$ cat src/rtl/midi_tx_pkg.sv
package midi_tx_pkg;

    typedef enum logic [1:0] {
        ST_EMPTY = 2'd0,
        ST_HELD  = 2'd1,
        ST_COUNT = 2'd2
    } pace_state_e;

    localparam int          CTRL_HOLD_BIT  = 3;
    localparam int          CTRL_MASK_BIT  = 2;
    localparam int          STAT_REQ_BIT   = 3;
    localparam int          STAT_OVF_BIT   = 7;
    localparam logic [7:0]  CTRL_RESET_VAL = 8'h0A;

endpackage

$ cat src/rtl/midi_tx_fifo.sv
module midi_tx_fifo #(
    parameter int DEPTH = 16,
    parameter int DW    = 8,
    localparam int AW   = $clog2(DEPTH),
    localparam int CW   = $clog2(DEPTH + 1)
) (
    input  logic          clk,
    input  logic          rst_n,
    input  logic          push,
    input  logic [DW-1:0] push_data,
    input  logic          pop,
    output logic [DW-1:0] head_data,
    output logic [CW-1:0] cnt_q,
    output logic [CW-1:0] cnt_nxt,
    output logic          ovf_evt
);

    logic [DW-1:0] mem [DEPTH];
    logic [AW-1:0] rd_q, wr_q, rd_nxt, wr_nxt;
    logic          full, drop;

    function automatic logic [AW-1:0] ptr_inc(input logic [AW-1:0] p);
        return (p == AW'(DEPTH - 1)) ? '0 : p + 1'b1;
    endfunction

    assign full    = (cnt_q == CW'(DEPTH));
    assign drop    = push && full && !pop;
    assign ovf_evt = drop;
    assign rd_nxt  = (pop || drop) ? ptr_inc(rd_q) : rd_q;
    assign wr_nxt  = push ? ptr_inc(wr_q) : wr_q;

    always_comb begin
        if (push && !pop && !full) begin
            cnt_nxt = cnt_q + 1'b1;
        end else if (pop && !push) begin
            cnt_nxt = cnt_q - 1'b1;
        end else begin
            cnt_nxt = cnt_q;
        end
    end

    always_ff @(posedge clk) begin
        if (!rst_n) begin
            rd_q  <= '0;
            wr_q  <= '0;
            cnt_q <= '0;
        end else begin
            rd_q  <= rd_nxt;
            wr_q  <= wr_nxt;
            cnt_q <= cnt_nxt;
        end
    end

    always_ff @(posedge clk) begin
        if (push) begin
            mem[wr_q] <= push_data;
        end
    end

    assign head_data = mem[rd_q];

endmodule

$ cat src/rtl/midi_tx_pace_fsm.sv
module midi_tx_pace_fsm
    import midi_tx_pkg::*;
#(
    parameter int PERIOD = 170,
    parameter int DW     = 8,
    parameter int CW     = 5,
    localparam int PW    = $clog2(PERIOD)
) (
    input  logic          clk,
    input  logic          rst_n,
    input  logic          tick,
    input  logic          push,
    input  logic          hold_nxt,
    input  logic [CW-1:0] cnt_nxt,
    input  logic [DW-1:0] head_data,
    output logic          pop,
    output pace_state_e   state_q,
    output logic          tx_valid,
    output logic [DW-1:0] tx_byte
);

    localparam logic [PW-1:0] LOAD_VAL = PW'(PERIOD - 1);

    pace_state_e   state_nxt;
    logic [PW-1:0] pace_q, pace_nxt;

    always_comb begin
        if (cnt_nxt == '0) begin
            state_nxt = ST_EMPTY;
        end else if (hold_nxt) begin
            state_nxt = ST_HELD;
        end else begin
            state_nxt = ST_COUNT;
        end
    end

    assign pop = (state_q == ST_COUNT) && tick && (pace_q == '0);

    always_comb begin
        pace_nxt = pace_q;
        unique case (state_q)
            ST_EMPTY: begin
                if (push) begin
                    pace_nxt = LOAD_VAL;
                end
            end
            ST_HELD: begin
                pace_nxt = pace_q;
            end
            ST_COUNT: begin
                if (tick) begin
                    pace_nxt = pop ? LOAD_VAL : pace_q - 1'b1;
                end
            end
            default: begin
                pace_nxt = pace_q;
            end
        endcase
    end

    always_ff @(posedge clk) begin
        if (!rst_n) begin
            state_q <= ST_EMPTY;
            pace_q  <= '0;
        end else begin
            state_q <= state_nxt;
            pace_q  <= pace_nxt;
        end
    end

    always_ff @(posedge clk) begin
        if (!rst_n) begin
            tx_valid <= 1'b0;
            tx_byte  <= '0;
        end else begin
            tx_valid <= pop;
            if (pop) begin
                tx_byte <= head_data;
            end
        end
    end

endmodule

$ cat src/rtl/midi_tx_regs.sv
module midi_tx_regs
    import midi_tx_pkg::*;
#(
    parameter int CW = 5
) (
    input  logic          clk,
    input  logic          rst_n,
    input  logic          ctrl_we,
    input  logic          data_we,
    input  logic [7:0]    wdata,
    input  logic          stat_rd,
    input  logic          pop,
    input  logic [CW-1:0] cnt_q,
    input  logic          ovf_evt,
    output logic [7:0]    ctrl_q,
    output logic [7:0]    ctrl_nxt,
    output logic [7:0]    stat_q,
    output logic          irq
);

    logic req_q, ovf_q, drain;

    assign ctrl_nxt = ctrl_we ? wdata : ctrl_q;
    assign drain    = pop && (cnt_q == CW'(1)) && !data_we;

    always_ff @(posedge clk) begin
        if (!rst_n) begin
            ctrl_q <= CTRL_RESET_VAL;
            req_q  <= 1'b0;
            ovf_q  <= 1'b0;
        end else begin
            ctrl_q <= ctrl_nxt;
            if (drain) begin
                req_q <= 1'b1;
            end else if (data_we || stat_rd) begin
                req_q <= 1'b0;
            end
            if (ovf_evt) begin
                ovf_q <= 1'b1;
            end else if (stat_rd) begin
                ovf_q <= 1'b0;
            end
        end
    end

    always_comb begin
        stat_q               = '0;
        stat_q[STAT_REQ_BIT] = req_q;
        stat_q[STAT_OVF_BIT] = ovf_q;
    end

    assign irq = req_q && !ctrl_q[CTRL_HOLD_BIT] && !ctrl_q[CTRL_MASK_BIT];

endmodule

$ cat src/rtl/midi_tx_pacer.sv
module midi_tx_pacer
    import midi_tx_pkg::*;
#(
    parameter int DEPTH  = 16,
    parameter int PERIOD = 170,
    localparam int CW    = $clog2(DEPTH + 1)
) (
    input  logic          clk,
    input  logic          rst_n,
    input  logic          tick,
    input  logic          host_we,
    input  logic          host_sel,
    input  logic [7:0]    host_wdata,
    input  logic          stat_rd,
    output logic          tx_valid,
    output logic [7:0]    tx_byte,
    output logic [CW-1:0] fill_level,
    output logic [7:0]    stat_q,
    output logic          tx_irq,
    output logic [7:0]    ctrl_q
);

    logic          data_we, ctrl_we, pop, ovf_evt;
    logic [CW-1:0] cnt_nxt;
    logic [7:0]    head_data, ctrl_nxt;
    pace_state_e   pace_state;

    assign data_we = host_we && host_sel;
    assign ctrl_we = host_we && !host_sel;

    midi_tx_fifo #(.DEPTH(DEPTH), .DW(8)) u_fifo (
        .clk       (clk),
        .rst_n     (rst_n),
        .push      (data_we),
        .push_data (host_wdata),
        .pop       (pop),
        .head_data (head_data),
        .cnt_q     (fill_level),
        .cnt_nxt   (cnt_nxt),
        .ovf_evt   (ovf_evt)
    );

    midi_tx_pace_fsm #(.PERIOD(PERIOD), .DW(8), .CW(CW)) u_fsm (
        .clk       (clk),
        .rst_n     (rst_n),
        .tick      (tick),
        .push      (data_we),
        .hold_nxt  (ctrl_nxt[CTRL_HOLD_BIT]),
        .cnt_nxt   (cnt_nxt),
        .head_data (head_data),
        .pop       (pop),
        .state_q   (pace_state),
        .tx_valid  (tx_valid),
        .tx_byte   (tx_byte)
    );

    midi_tx_regs #(.CW(CW)) u_regs (
        .clk      (clk),
        .rst_n    (rst_n),
        .ctrl_we  (ctrl_we),
        .data_we  (data_we),
        .wdata    (host_wdata),
        .stat_rd  (stat_rd),
        .pop      (pop),
        .cnt_q    (fill_level),
        .ovf_evt  (ovf_evt),
        .ctrl_q   (ctrl_q),
        .ctrl_nxt (ctrl_nxt),
        .stat_q   (stat_q),
        .irq      (tx_irq)
    );

endmodule

$ cat config.mk
export PLATFORM = sky130hd
export DESIGN_NAME = midi_tx_pacer
export DESIGN_NICKNAME = d
export VERILOG_FILES = /design/src/rtl/midi_tx_pkg.sv /design/src/rtl/midi_tx_fifo.sv /design/src/rtl/midi_tx_pace_fsm.sv /design/src/rtl/midi_tx_regs.sv /design/src/rtl/midi_tx_pacer.sv
export SDC_FILE = /design/constraint.sdc
export NUM_CORES = 1
export LEC_CHECK = 0
export BUFFER_PORTS_ARGS = -buffer_cell sky130_fd_sc_hd__buf_2
export CAP_MARGIN = 10
export CELL_PAD_IN_SITES_DETAIL_PLACEMENT = 1
export CELL_PAD_IN_SITES_GLOBAL_PLACEMENT = 1
export CORE_UTILIZATION = 45
export DETAILED_ROUTE_END_ITERATION = 8
export GPL_ROUTABILITY_DRIVEN = 0
export GPL_TIMING_DRIVEN = 0
export PLACE_DENSITY_LB_ADDON = 0.1
export SYNTH_ARGS = -nofsm -noshare
export SYNTH_HDL_FRONTEND = slang
export SYNTH_SLANG_ARGS = --single-unit
$ cat constraint.sdc
create_clock -name clk -period 2.9 [get_ports clk]
set_clock_uncertainty 0.1 [all_clocks]
set_input_delay 0.29 -clock clk [delete_from_list [all_inputs] [get_ports clk]]
set_output_delay 0.29 -clock clk [all_outputs]
set_load 0.02 [all_outputs]
# Yosys cells after proc, flatten, opt, wreduce, memory -nomap -nowiden
# Memories as Yosys holds them, arrays and structs flattened. A register that Yosys moved wholly into a read port is not among the register bits.
# Cells that the tools add are included.
[word_totals] reg_bits=34 latch_bits=0 mem_bits_rw=128 mem_bits_ro=0 input_bits=14 word_cells=70 n_memories=1
[op_classes] add_sub_neg=5 n_mul=0 div=0 n_lt_le_gt_ge=0 eq_ne=7 shifts=0 n_mux=16 bitwise_logic=1 n_reduce_logical=30
[memory_table] memory="u_fifo.mem" words=16 word_bits=8 rd=1 rd_ports_with_merged_regs=1 write_ports=1 line_no="midi_tx_fifo.sv:18" source="logic [DW-1:0] mem [DEPTH];"
[op_table] operator="$mux W8" count=3
[op_table] operator="$pmux W8 S2" count=1
[op_table] operator="$logic_and A1 B1 Y1" count=13
[op_table] operator="$mux W4" count=3
[op_table] operator="$mux W5" count=2
[op_table] operator="$add A4 B1 Y4 const B" count=2
[op_table] operator="$eq A4 B4 Y1 const B" count=2
[op_table] operator="$logic_not A8 Y1" count=1
[op_table] operator="$sub A8 B1 Y8 const B" count=1
[op_table] operator="$logic_not A1 Y1" count=7
[op_table] operator="$mux W1" count=6
[op_table] operator="$reduce_bool A2 Y1" count=3
[op_table] operator="$add A5 B1 Y5 const B" count=1
[op_table] operator="$eq A5 B1 Y1 const B" count=1
[op_table] operator="$eq A5 B5 Y1 const B" count=1
[op_table] operator="$logic_not A5 Y1" count=1
[op_table] operator="$sub A5 B1 Y5 const B" count=1
[op_table] operator="$ne A2 B2 Y1 const B" count=2
[op_table] operator="$reduce_and A3 Y1" count=1
[op_table] operator="$eq A2 B2 Y1 const B" count=1
[op_table] operator="$logic_not A2 Y1" count=1
[op_table] operator="$logic_or A1 B1 Y1" count=2
[op_table] operator="$mux W2" count=1
[op_table] operator="$reduce_or A2 Y1" count=1
[op_table] operator="$not A1 Y1" count=1

# Depth between registers and ports, before layout
# Gate-level depths: netlist of run 1.
[depth] word_depth=9 mapped_depth=8 mapped_depth_nobuf=7

# Hierarchy
# A second synthesis of run 1 with hierarchy kept.
[hier_totals] hier_cells=441 area_unflattened_um2=7209.4
[by_module_without_submodules] module="midi_tx_fifo" n_inst=1 cells_per_inst=312 area_per_inst_um2=5859.4
[by_module_without_submodules] module="midi_tx_pace_fsm" n_inst=1 cells_per_inst=83 area_per_inst_um2=827.0
[by_module_without_submodules] module="midi_tx_regs" n_inst=1 cells_per_inst=44 area_per_inst_um2=506.7
[by_module_without_submodules] module="midi_tx_pacer" n_inst=1 cells_per_inst=2 area_per_inst_um2=16.3

# Worst setup path before layout of run 1
# No wires, ideal clock.
[synth_timing] kind="reg2reg" from="reg u_fsm.pace_q[0]" to="reg u_fsm.state_q[0]" t_arrival_ps=2262 t_required_ps=2714 path_slack_ps=452 path_stages_with_launch=9 n_path_buf=1 synth_period_minus_slack_ps=2448 cell_sequence="dfxtp_1 > inv_1 > ha_1 > or4b_4 > or4_1 > buf_2 > mux2i_1 > o221a_2 > a211oi_1"
[synth_via] elab_chain_cells=8 word_cells_on_any_way=10
[synth_rtl] item="start, declared" line_no="midi_tx_pace_fsm.sv:25" source="logic [PW-1:0] pace_q, pace_nxt;"
[synth_rtl] item="start signal, assigned" line_no="midi_tx_pace_fsm.sv:67" source="pace_q <= pace_nxt;"
[synth_rtl] item="$logic_not A8 Y1 (*)" line_no="midi_tx_pace_fsm.sv:37" source="assign pop = (state_q == ST_COUNT) && tick && (pace_q == '0);"
[synth_rtl] item="$logic_and A1 B1 Y1 (*)" line_no="midi_tx_pace_fsm.sv:37"
[synth_rtl] item="$logic_not A1 Y1" line_no="midi_tx_fifo.sv:33" source="if (push && !pop && !full) begin"
[synth_rtl] item="$logic_and A1 B1 Y1 (2 in a row)" line_no="midi_tx_fifo.sv:33"
[synth_rtl] item="$mux W5 (*)" line_no="midi_tx_fifo.sv:33"
[synth_rtl] item="$logic_not A5 Y1 (*)" line_no="midi_tx_pace_fsm.sv:28" source="if (cnt_nxt == '0) begin"
[synth_rtl] item="$reduce_or A2 Y1 (no source line) (*)"
[synth_rtl] item="end signal, assigned" line_no="midi_tx_pace_fsm.sv:66" source="state_q <= state_nxt;"
[synth_rtl] item="end, declared" line_no="midi_tx_pace_fsm.sv:17" source="output pace_state_e state_q,"
# Every way passes the cells marked *; elsewhere a longest branch is shown, timed or not.
# A chain may end at the register's enable or synchronous reset.

==> results of run 1 <==
-- flip-flops by register name (all words and copies together) (netlist names) --
signal          flops
u_fifo.cnt_q        5
u_fifo.wr_q         4
u_fifo.rd_q         4
u_fsm.tx_byte       8
u_fsm.pace_q        8
u_fsm.state_q       2
u_regs.ovf_q        1
u_regs.req_q        1
u_fifo.mem        128
u_fsm.tx_valid      1
u_regs.ctrl_q       8
-- final cells by class --
cell class | instances | area share
multi-input cells | 249 | 0.2682
repair buffers | 41 | 0.02614
well taps | 188 | 0.02925
clock buffers | 17 | 0.05289
inverters | 9 | 0.004200
flip-flops and latches | 170 | 0.5825
clock inverters | 14 | 0.01789
plain buffers | 31 | 0.01898
-- worst max-delay path: cells and delay by family, from the launching register on --
kind	cells	cell delay, ps
muxes	2	960
AOI/OAI and AO/OA	1	60
buffers and inverters	2	1000
DFF	1	340
and+or+nand+nor	1	90
-- power breakdown --
part | switching, mW | total (mW) | internal (mW)
Clock | 1.00 | 2.20 | 1.20
Combinational | 0.220 | 0.350 | 0.130
Sequential | 0.0411 | 2.69 | 2.65
Total | 1.26 | 5.24 | 3.98
-- routing by layer --
metal	wire length [µm]	global-route usage	share of wire	vias up
met1	7120	0.3028	0.44	2069
met2	8050	0.3568	0.50	97
li1	-	-	-	1864
met5	0	0	0	-
met4	134	0.05882	0.0083	0
met3	921	0.05230	0.057	12
-- logic make-up (layout without fill, tap and decap cells) --
logic type / after synthesis / in the layout / synth area share
AOI/OAI and AO/OA: 55 / 55 / 0.05249
other: 1 / 6 / 0.0005351
DFF: 170 / 170 / 0.6685
xor gates and xnor gates: 8 / 8 / 0.009999
adders and majority gates: 10 / 10 / 0.01785
muxes: 43 / 43 / 0.1328
buffers and inverters: 40 / 112 / 0.02642
and+or+nand+nor: 127 / 127 / 0.09141
-- worst paths after layout --
check / slack [ps] / endpoint
min reg2reg: 350 / u_fsm.tx_byte[3]$_SDFFE_PN0P_
max: 210 / u_fsm.tx_byte[5]$_SDFFE_PN0P_
min: 80 / u_regs.ovf_q$_SDFFE_PN0P_
max reg2reg: 210 / u_fsm.tx_byte[5]$_SDFFE_PN0P_
-- per-stage QoR --
stage / cells / utilization / TNS (ps)
6_report: 719 / 0.5291 / 0
3_3_place_gp: 684 / 0.4899 / -4181
3_5_place_dp: 688 / 0.4915 / 0
5_1_grt: 719 / 0.5291 / 0
2_1_floorplan: 459 / - / 0
4_1_cts: 719 / 0.5290 / 0
-- repair_timing --
action / 4_1_cts / 5_1_grt
endpoints found under the hold margin: 0 / 0
resized for setup: 0 / 2
endpoints found under the setup margin: 0 / 8
-- cells in the mapped netlist (2+ instances only) --
| cell type | n |
|---|---|
| sky130_fd_sc_hd__nor4_1 | 2 |
| sky130_fd_sc_hd__nand2b_1 | 4 |
| sky130_fd_sc_hd__mux4_2 | 40 |
| sky130_fd_sc_hd__nand3b_1 | 2 |
| sky130_fd_sc_hd__and2_1 | 4 |
| sky130_fd_sc_hd__buf_4 | 8 |
| sky130_fd_sc_hd__o31ai_1 | 2 |
| sky130_fd_sc_hd__mux2i_1 | 3 |
| sky130_fd_sc_hd__and4_1 | 2 |
| sky130_fd_sc_hd__nor4b_1 | 3 |
| sky130_fd_sc_hd__a22oi_2 | 2 |
| sky130_fd_sc_hd__buf_2 | 4 |
| sky130_fd_sc_hd__nand3_1 | 5 |
| sky130_fd_sc_hd__or4_1 | 3 |
| sky130_fd_sc_hd__xnor2_1 | 2 |
| sky130_fd_sc_hd__and3_1 | 3 |
| sky130_fd_sc_hd__o21ai_0 | 9 |
| sky130_fd_sc_hd__nand4b_1 | 2 |
| sky130_fd_sc_hd__xor2_1 | 6 |
| sky130_fd_sc_hd__dfxtp_1 | 42 |
| sky130_fd_sc_hd__ha_1 | 10 |
| sky130_fd_sc_hd__nor4bb_1 | 2 |
| sky130_fd_sc_hd__nor2_1 | 32 |
| sky130_fd_sc_hd__nor3_1 | 6 |
| sky130_fd_sc_hd__clkbuf_1 | 17 |
| sky130_fd_sc_hd__nand2_1 | 48 |
| sky130_fd_sc_hd__nor2b_1 | 3 |
| sky130_fd_sc_hd__a211oi_1 | 4 |
| sky130_fd_sc_hd__buf_1 | 2 |
| sky130_fd_sc_hd__edfxtp_1 | 128 |
| sky130_fd_sc_hd__inv_1 | 9 |
| sky130_fd_sc_hd__a21oi_1 | 24 |
| sky130_fd_sc_hd__o221a_2 | 2 |
==> results.txt, run 1 <==
- From left edge to right edge, the die measures 126.8 µm.
- Skew-Pair Late Insertion Delay: 440 ps
- Number of CTS-inserted buffers: 17
- Leaving out fill and tap cells, the most frequent cell in the layout is sky130_fd_sc_hd__edfxtp_1.
- Cell breakdown of the critical path: clkbuf_1 > clkbuf_1 > mux4_2 > mux4_2 > nand2_1 > a21oi_1
- Number of antenna cells inserted: 0
* Sort of element at the end of the critical path: flip-flop
- Post-layout instance area: 0.008043 mm²
* Final wirelength: 16.23 mm
- TritonCTS built the clock tree.
- Number of buffers inserted to repair setup after CTS: 0
* Top FF cell, synth: sky130_fd_sc_hd__edfxtp_1
- The via count of the first global-routing pass is 4182.
* Standard cell core area: 0.01520 mm²
- In this run the tool buffered the top-level ports with 37 buffer cells.
- Starting DRC count in detailed routing: 343
- Detailed-route via count: 4042
- IR analysis of the VDD net gives a maximum drop of 0.6640 mV.
* Area used by multi-input combinational logic: 0.002157 mm²
- Net count, final: 543
* Library cell with the largest summed area after synthesis: sky130_fd_sc_hd__edfxtp_1
- Total of fill cells in the finished design: 1496
* Via density per instance: 5.622
* Starting density of the core: 0.4610
- Power consumption: 5.243 mW
- Relative to the synthesized area, the layout overhead comes to 14.77%.
* Hold path start: stat_rd
* Worst path required time: 3090 ps
* Cell area after synthesis: 0.007008 mm²
* Count of max-cap constraint violations: 0
* Logic depth of the worst register-to-register path: 6
- Hold repair after CTS inserted 0 buffers.
- The number of failing hold endpoints at the final stage was 0.
- Buffer depth of the longest clock path: 2
- Prior to clock tree synthesis, the placed netlist has a worst setup slack of 39.24 ps.
- In this design, the stage delay of the slowest critical-path cell is 620 ps.
* Placement-stage cell area: 0.007472 mm²
- The worst hold path was traced through 4 stages.
* Leak Pwr: 2.699 nW
- Headroom to the max-slew limit came out at 0.3946.
- Root buffer cell: sky130_fd_sc_hd__clkbuf_16
* Worst path arrival time: 2890 ps
* Mean cell area of the mapped netlist: 15.44 µm²
- The synthesized design contains 170 register bits.
- In this run the number of H-tree levels came out at 4.
- By startpoint and endpoint, the worst setup path is classified as flip-flop to flip-flop.
- Detailed-router iteration count before antenna repair: 4
* GR Util All Layers: 0.2209
- The first global-routing pass estimated 25.10 mm of wire.
* Overall die area: 0.01608 mm²
- The worst path meets setup with 207.0 ps of slack.
- Share of synthesized registers carrying an async set or reset: 0
* Remaining number of nets flagged by the antenna check after routing: 0
- During synthesis, Yosys emitted a total of 0 warnings.
- Clock tree synthesis found a total of 170 sinks.
- Worst slew pin tran: 895.8 ps
- Setup violations remaining at the end of the flow were counted as 0.
* Std-Cell Rows: 45
- First element of the critical path: u_fifo.rd_q[1]$_SDFFE_PN0P_
* Overflow left after global routing: 0
- The worst setup path is launched from a flip-flop.
- Path category of the worst min-delay check: input pin to flip-flop
- In this run the count of I/O pins placed on the die edge is 45.
* Max Clock Freq: 371.3 MHz
* Master of the slowest instance on the critical path: sky130_fd_sc_hd__clkbuf_1
* Synthesized instance count: 454
* Synth top area cells: sky130_fd_sc_hd__edfxtp_1 (55%), sky130_fd_sc_hd__mux4_2 (13%), sky130_fd_sc_hd__dfxtp_1 (12%)
- The total count of max-transition violations in the final report came to 0.
- Clock-pin slew was measured on the worst setup and hold paths at 70 ps.
- The number of antenna violations at the first check in global routing is 0.
* DIE HEIGHT: 126.8 µm
* Unrepaired setup endpoints after global routing: false
* Share of cells above drive strength 1: 0.2486
- Minimum clock period after layout: 2693 ps
- Leading cell types in the layout, fill and taps excluded: sky130_fd_sc_hd__edfxtp_1 (128), sky130_fd_sc_hd__nand2_1 (48), sky130_fd_sc_hd__buf_2 (43)
- Number of synthesized flops with an enable pin: 128
- Portion of the post-synthesis area used by sequential elements: 0.6685
- Across all hold checks on the routed design, the worst slack comes to 78.14 ps.
- Number of distinct standard cells referenced by the synthesized netlist: 52
- Maximum number of pins on one net before global-route repair: 18
- Dividing the detail-routed wire length by the instance count gives 22.57 µm.
- Areal power density over the cells: 651.8 mW/mm²
- Detailed-route DRC error count: 0
* Fraction of post-synthesis cell area in the top cell type by area: 0.5485
* Run status: finished clean
* Critical-path maximum fanout: 10
* Worst R2R Start: u_fifo.rd_q[1]$_SDFFE_PN0P_
- Summed over all nets, the half-perimeter wirelength after detailed placement is 11.50 mm.
- Sequential standard cell area: 0.004684 mm²
* Final cycle utilization of the critical path: 0.9286
Power figures use the tool's default switching activity.
==> run 2, diff against run 1 <==
--- a/config.mk
+++ b/config.mk
@@ -5,7 +5,7 @@
 export SDC_FILE = /design/constraint.sdc
 export NUM_CORES = 1
 export LEC_CHECK = 0
-export BUFFER_PORTS_ARGS = -buffer_cell sky130_fd_sc_hd__buf_2
+export BUFFER_PORTS_ARGS = -buffer_cell sky130_fd_sc_hd__buf_4
 export CAP_MARGIN = 10
 export CELL_PAD_IN_SITES_DETAIL_PLACEMENT = 1
 export CELL_PAD_IN_SITES_GLOBAL_PLACEMENT = 1
==> run 2 against run 1 <==
Against the previous run:
- clock-buffer cell count stayed put
- power is 2.5% higher
- routed wire length is 1.3% higher
- critical path depth is 2 higher
- final cell count stayed put
- via count is 1.8% higher
- largest cell class unchanged
- critical path type unchanged
- sequential share of layout area is 0.87 points lower
- combinational power is 3% higher
- design area is 1.5% higher
==> results.txt, run 2 (synthesized netlist as in run 1, its figures left out) <==
- The critical path goes through inv_1 > ha_1 > or4b_4 > or4_1 > buf_2 > mux2i_1 > o221a_2 > a211oi_1.
- The die is 126.8 µm tall.
* Leading cell type in the layout, fill and taps excluded: sky130_fd_sc_hd__edfxtp_1
* Final wirelength: 16.44 mm
* Final slew viol count: 0
- Worst path arrival time: 2990 ps
- The finished cells cover 0.008164 mm².
- Detailed-route via count: 4114
- Path category of the worst min-delay check: input pin to flip-flop
- The path with the worst hold slack has its endpoint at u_regs.ovf_q$_SDFFE_PN0P_.
- After layout, the minimum clock period comes to 2747 ps.
* Sort of element at the end of the critical path: flip-flop
- In this run the number of cells on the critical path is 8.
* Final setup violating endpoints: 0
* Reg-to-reg setup timing slack: 150 ps
- Dpl hpwl: 11.28 mm
- Nature of the critical path startpoint: flip-flop
- The clock net in this run drives a total of 170 sinks.
* Number of global-route vias before repair: 4360
- The analysis attributes to cell leakage a power of 2.721 nW.
- Top-Level Pins: 45
* H-tree levels: 4
- The worst register-to-register path ends at u_fsm.state_q[0]$_SDFF_PP0_.
- STA puts the critical path data required time at 3140 ps.
- The startpoint identified for the worst hold timing path is stat_rd.
- Setup slack after placement: 54.16 ps
* Count of port buffers added during placement: 37
* Detailed-route DRC error count: 0
- Leading cell types in the layout, fill and taps excluded: sky130_fd_sc_hd__edfxtp_1 (128), sky130_fd_sc_hd__nand2_1 (48), sky130_fd_sc_hd__buf_4 (47)
* Power consumption: 5.374 mW
- Max Clock Freq: 364.0 MHz
- In this run the deepest clock path goes through 2 buffers.
- After clock tree synthesis, the flow added hold-fix buffers numbering 0.
- GR Util All Layers: 0.2253
- Standard cell core area: 0.01520 mm²
- Std-Cell Rows: 45
* Via density per instance: 5.722
* Run status: finished clean
* Global-route wire length before repair: 25.79 mm
- Number of CTS-inserted buffers: 17
- The number of setup buffers added after CTS is 0.
- At the later pin of the worst-skew pair, clock insertion delay measures 430 ps.
- Clock-pin transition on the worst setup and hold timing paths: 70 ps
* Hold Fails Final Rpt: 0
- For the pin with the worst max-slew slack, the measured transition is 953.1 ps.
- The startpoint identified for the worst register-to-register timing path is u_fsm.pace_q[0]$_SDFFE_PN0P_.
- For this run, the detailed router's first-pass iteration total came to 5.
- After the first detailed-routing iteration, the DRC count stood at 312.
- For this run, the number of standard cells in the final layout without fillers is 719.
* Logic depth of the worst register-to-register path: 8
- The register with the most flip-flops in the layout has 128 of them.
- Count of max-cap constraint violations: 0
- Biggest register: u_fifo.mem
- Across all hold checks on the routed design, the worst slack comes to 83.61 ps.
- Crit path setup slack, layout: 152.7 ps
- Share of the core filled with cells: 0.5370
* Critical-path maximum fanout: 5
* Worst hold stages: 4
* Placement-stage cell area: 0.007565 mm²
- Unrepaired setup endpoints after global routing: false
- Cell class contributing the biggest share of worst-path delay: simple AND/OR/NAND/NOR gates
* Worst slew margin: 0.3559
* Master of the slowest instance on the critical path: sky130_fd_sc_hd__or4b_4
* Final cycle utilization of the critical path: 0.9473
- Relative to the synthesized area, the layout overhead comes to 16.50%.
- The repair_antennas step left the layout with diodes totalling 0.
- TritonCTS built the clock tree.
- In this run the power density over the cells is 658.3 mW/mm².
- Delay of the slowest cell on the worst path: 540 ps
- Overall die area: 0.01608 mm²
- Setup total negative slack on the finished layout was measured at 0 ps.
* Max VDD drop: 0.5688 mV
- Number of cells in the design after placement: 687
- In the final design database the tool counted 542 nets.
- Remaining number of nets flagged by the antenna check after routing: 0
* Detailed-route wire length per cell: 22.86 µm
- The cell sitting at the root of the clock tree is a sky130_fd_sc_hd__clkbuf_16.
- Entering global routing, the biggest net connects 18 pins.
- The die is 126.8 µm wide.
* Overflow left after global routing: 0
- Of the cells placed in the final design, the portion with a size suffix greater than 1 is 0.2448.
* Kind of critical path: flip-flop to flip-flop
- Crit path buf inv count: 2
* Number of antenna violations at the first check in global routing: 0
* Starting density of the core: 0.4610
## run 2: cell types whose count changed in the layout (fill, tap and decap cells not counted), moves of 2 or more
| cell | delta |
|---|---|
| sky130_fd_sc_hd__buf_2 | -39 |
| sky130_fd_sc_hd__buf_4 | +37 |
| sky130_fd_sc_hd__clkinv_1 | +3 |
| sky130_fd_sc_hd__bufinv_16 | +2 |
| sky130_fd_sc_hd__clkinv_4 | -2 |
## run 2: layout make-up
| cell class | instances | area [µm²] |
|---|---|---|
| Tap cell | 188 | 235.2 |
| Fill cell | 1442 | 7038 |
| Multi-Input combinational cell | 249 | 2162 |
| Clock buffer | 17 | 425.4 |
| Clock inverter | 15 | 170.2 |
| Timing Repair Buffer | 40 | 297.8 |
| Inverter | 9 | 33.78 |
| Sequential cell | 170 | 4684 |
| Buffer | 31 | 155.1 |
## run 2: report_power, final
group          leakage, nW  internal (mW)  switching (mW)
combinational        0.940          0.141           0.219
clock                0.287           1.35           0.966
sequential            1.49           2.65          0.0426
total                 2.72           4.15            1.23
## run 2: repair_timing
item / CTS / global route
resized for setup: 0 / 3
endpoints found under the setup margin: 0 / 8
hold endpoints to repair: 0 / 0
## run 2: worst max-delay path by stage
stage                                       startpoint  slack [ps]                       endpoint
final                     u_fsm.pace_q[0]$_SDFFE_PN0P_         150    u_fsm.state_q[0]$_SDFF_PP0_
after CTS                  u_fifo.rd_q[0]$_SDFFE_PN0P_          30  u_fsm.tx_byte[5]$_SDFFE_PN0P_
after detailed placement   u_fifo.rd_q[0]$_SDFFE_PN0P_          50  u_fsm.tx_byte[5]$_SDFFE_PN0P_
after global placement                        host_sel         -70     u_fifo.mem[1][6]$_DFFE_PP_
after floorplan           u_fsm.pace_q[0]$_SDFFE_PN0P_         450    u_fsm.state_q[0]$_SDFF_PP0_
after global routing      u_fsm.pace_q[0]$_SDFFE_PN0P_          60    u_fsm.state_q[0]$_SDFF_PP0_
## run 2: layer usage
metal / wire (µm) / up-vias / global-route usage / part of all wire
met5: 0 / - / 0 / 0
met2: 7869 / 104 / 0.3594 / 0.48
li1: - / 1872 / - / -
met4: 242 / 0 / 0.07493 / 0.015
met1: 7569 / 2120 / 0.3074 / 0.46
met3: 758 / 18 / 0.05188 / 0.046
## run 2: worst reg2reg max path, cell delays in order (launching register included)
cell and delay (ps):
sky130_fd_sc_hd__dfxtp_1 320, sky130_fd_sc_hd__inv_1 110, sky130_fd_sc_hd__ha_1 230, sky130_fd_sc_hd__or4b_4 540, sky130_fd_sc_hd__or4_1 470, sky130_fd_sc_hd__buf_2 180, sky130_fd_sc_hd__mux2i_1 150, sky130_fd_sc_hd__o221a_2 310
sky130_fd_sc_hd__a211oi_1 240
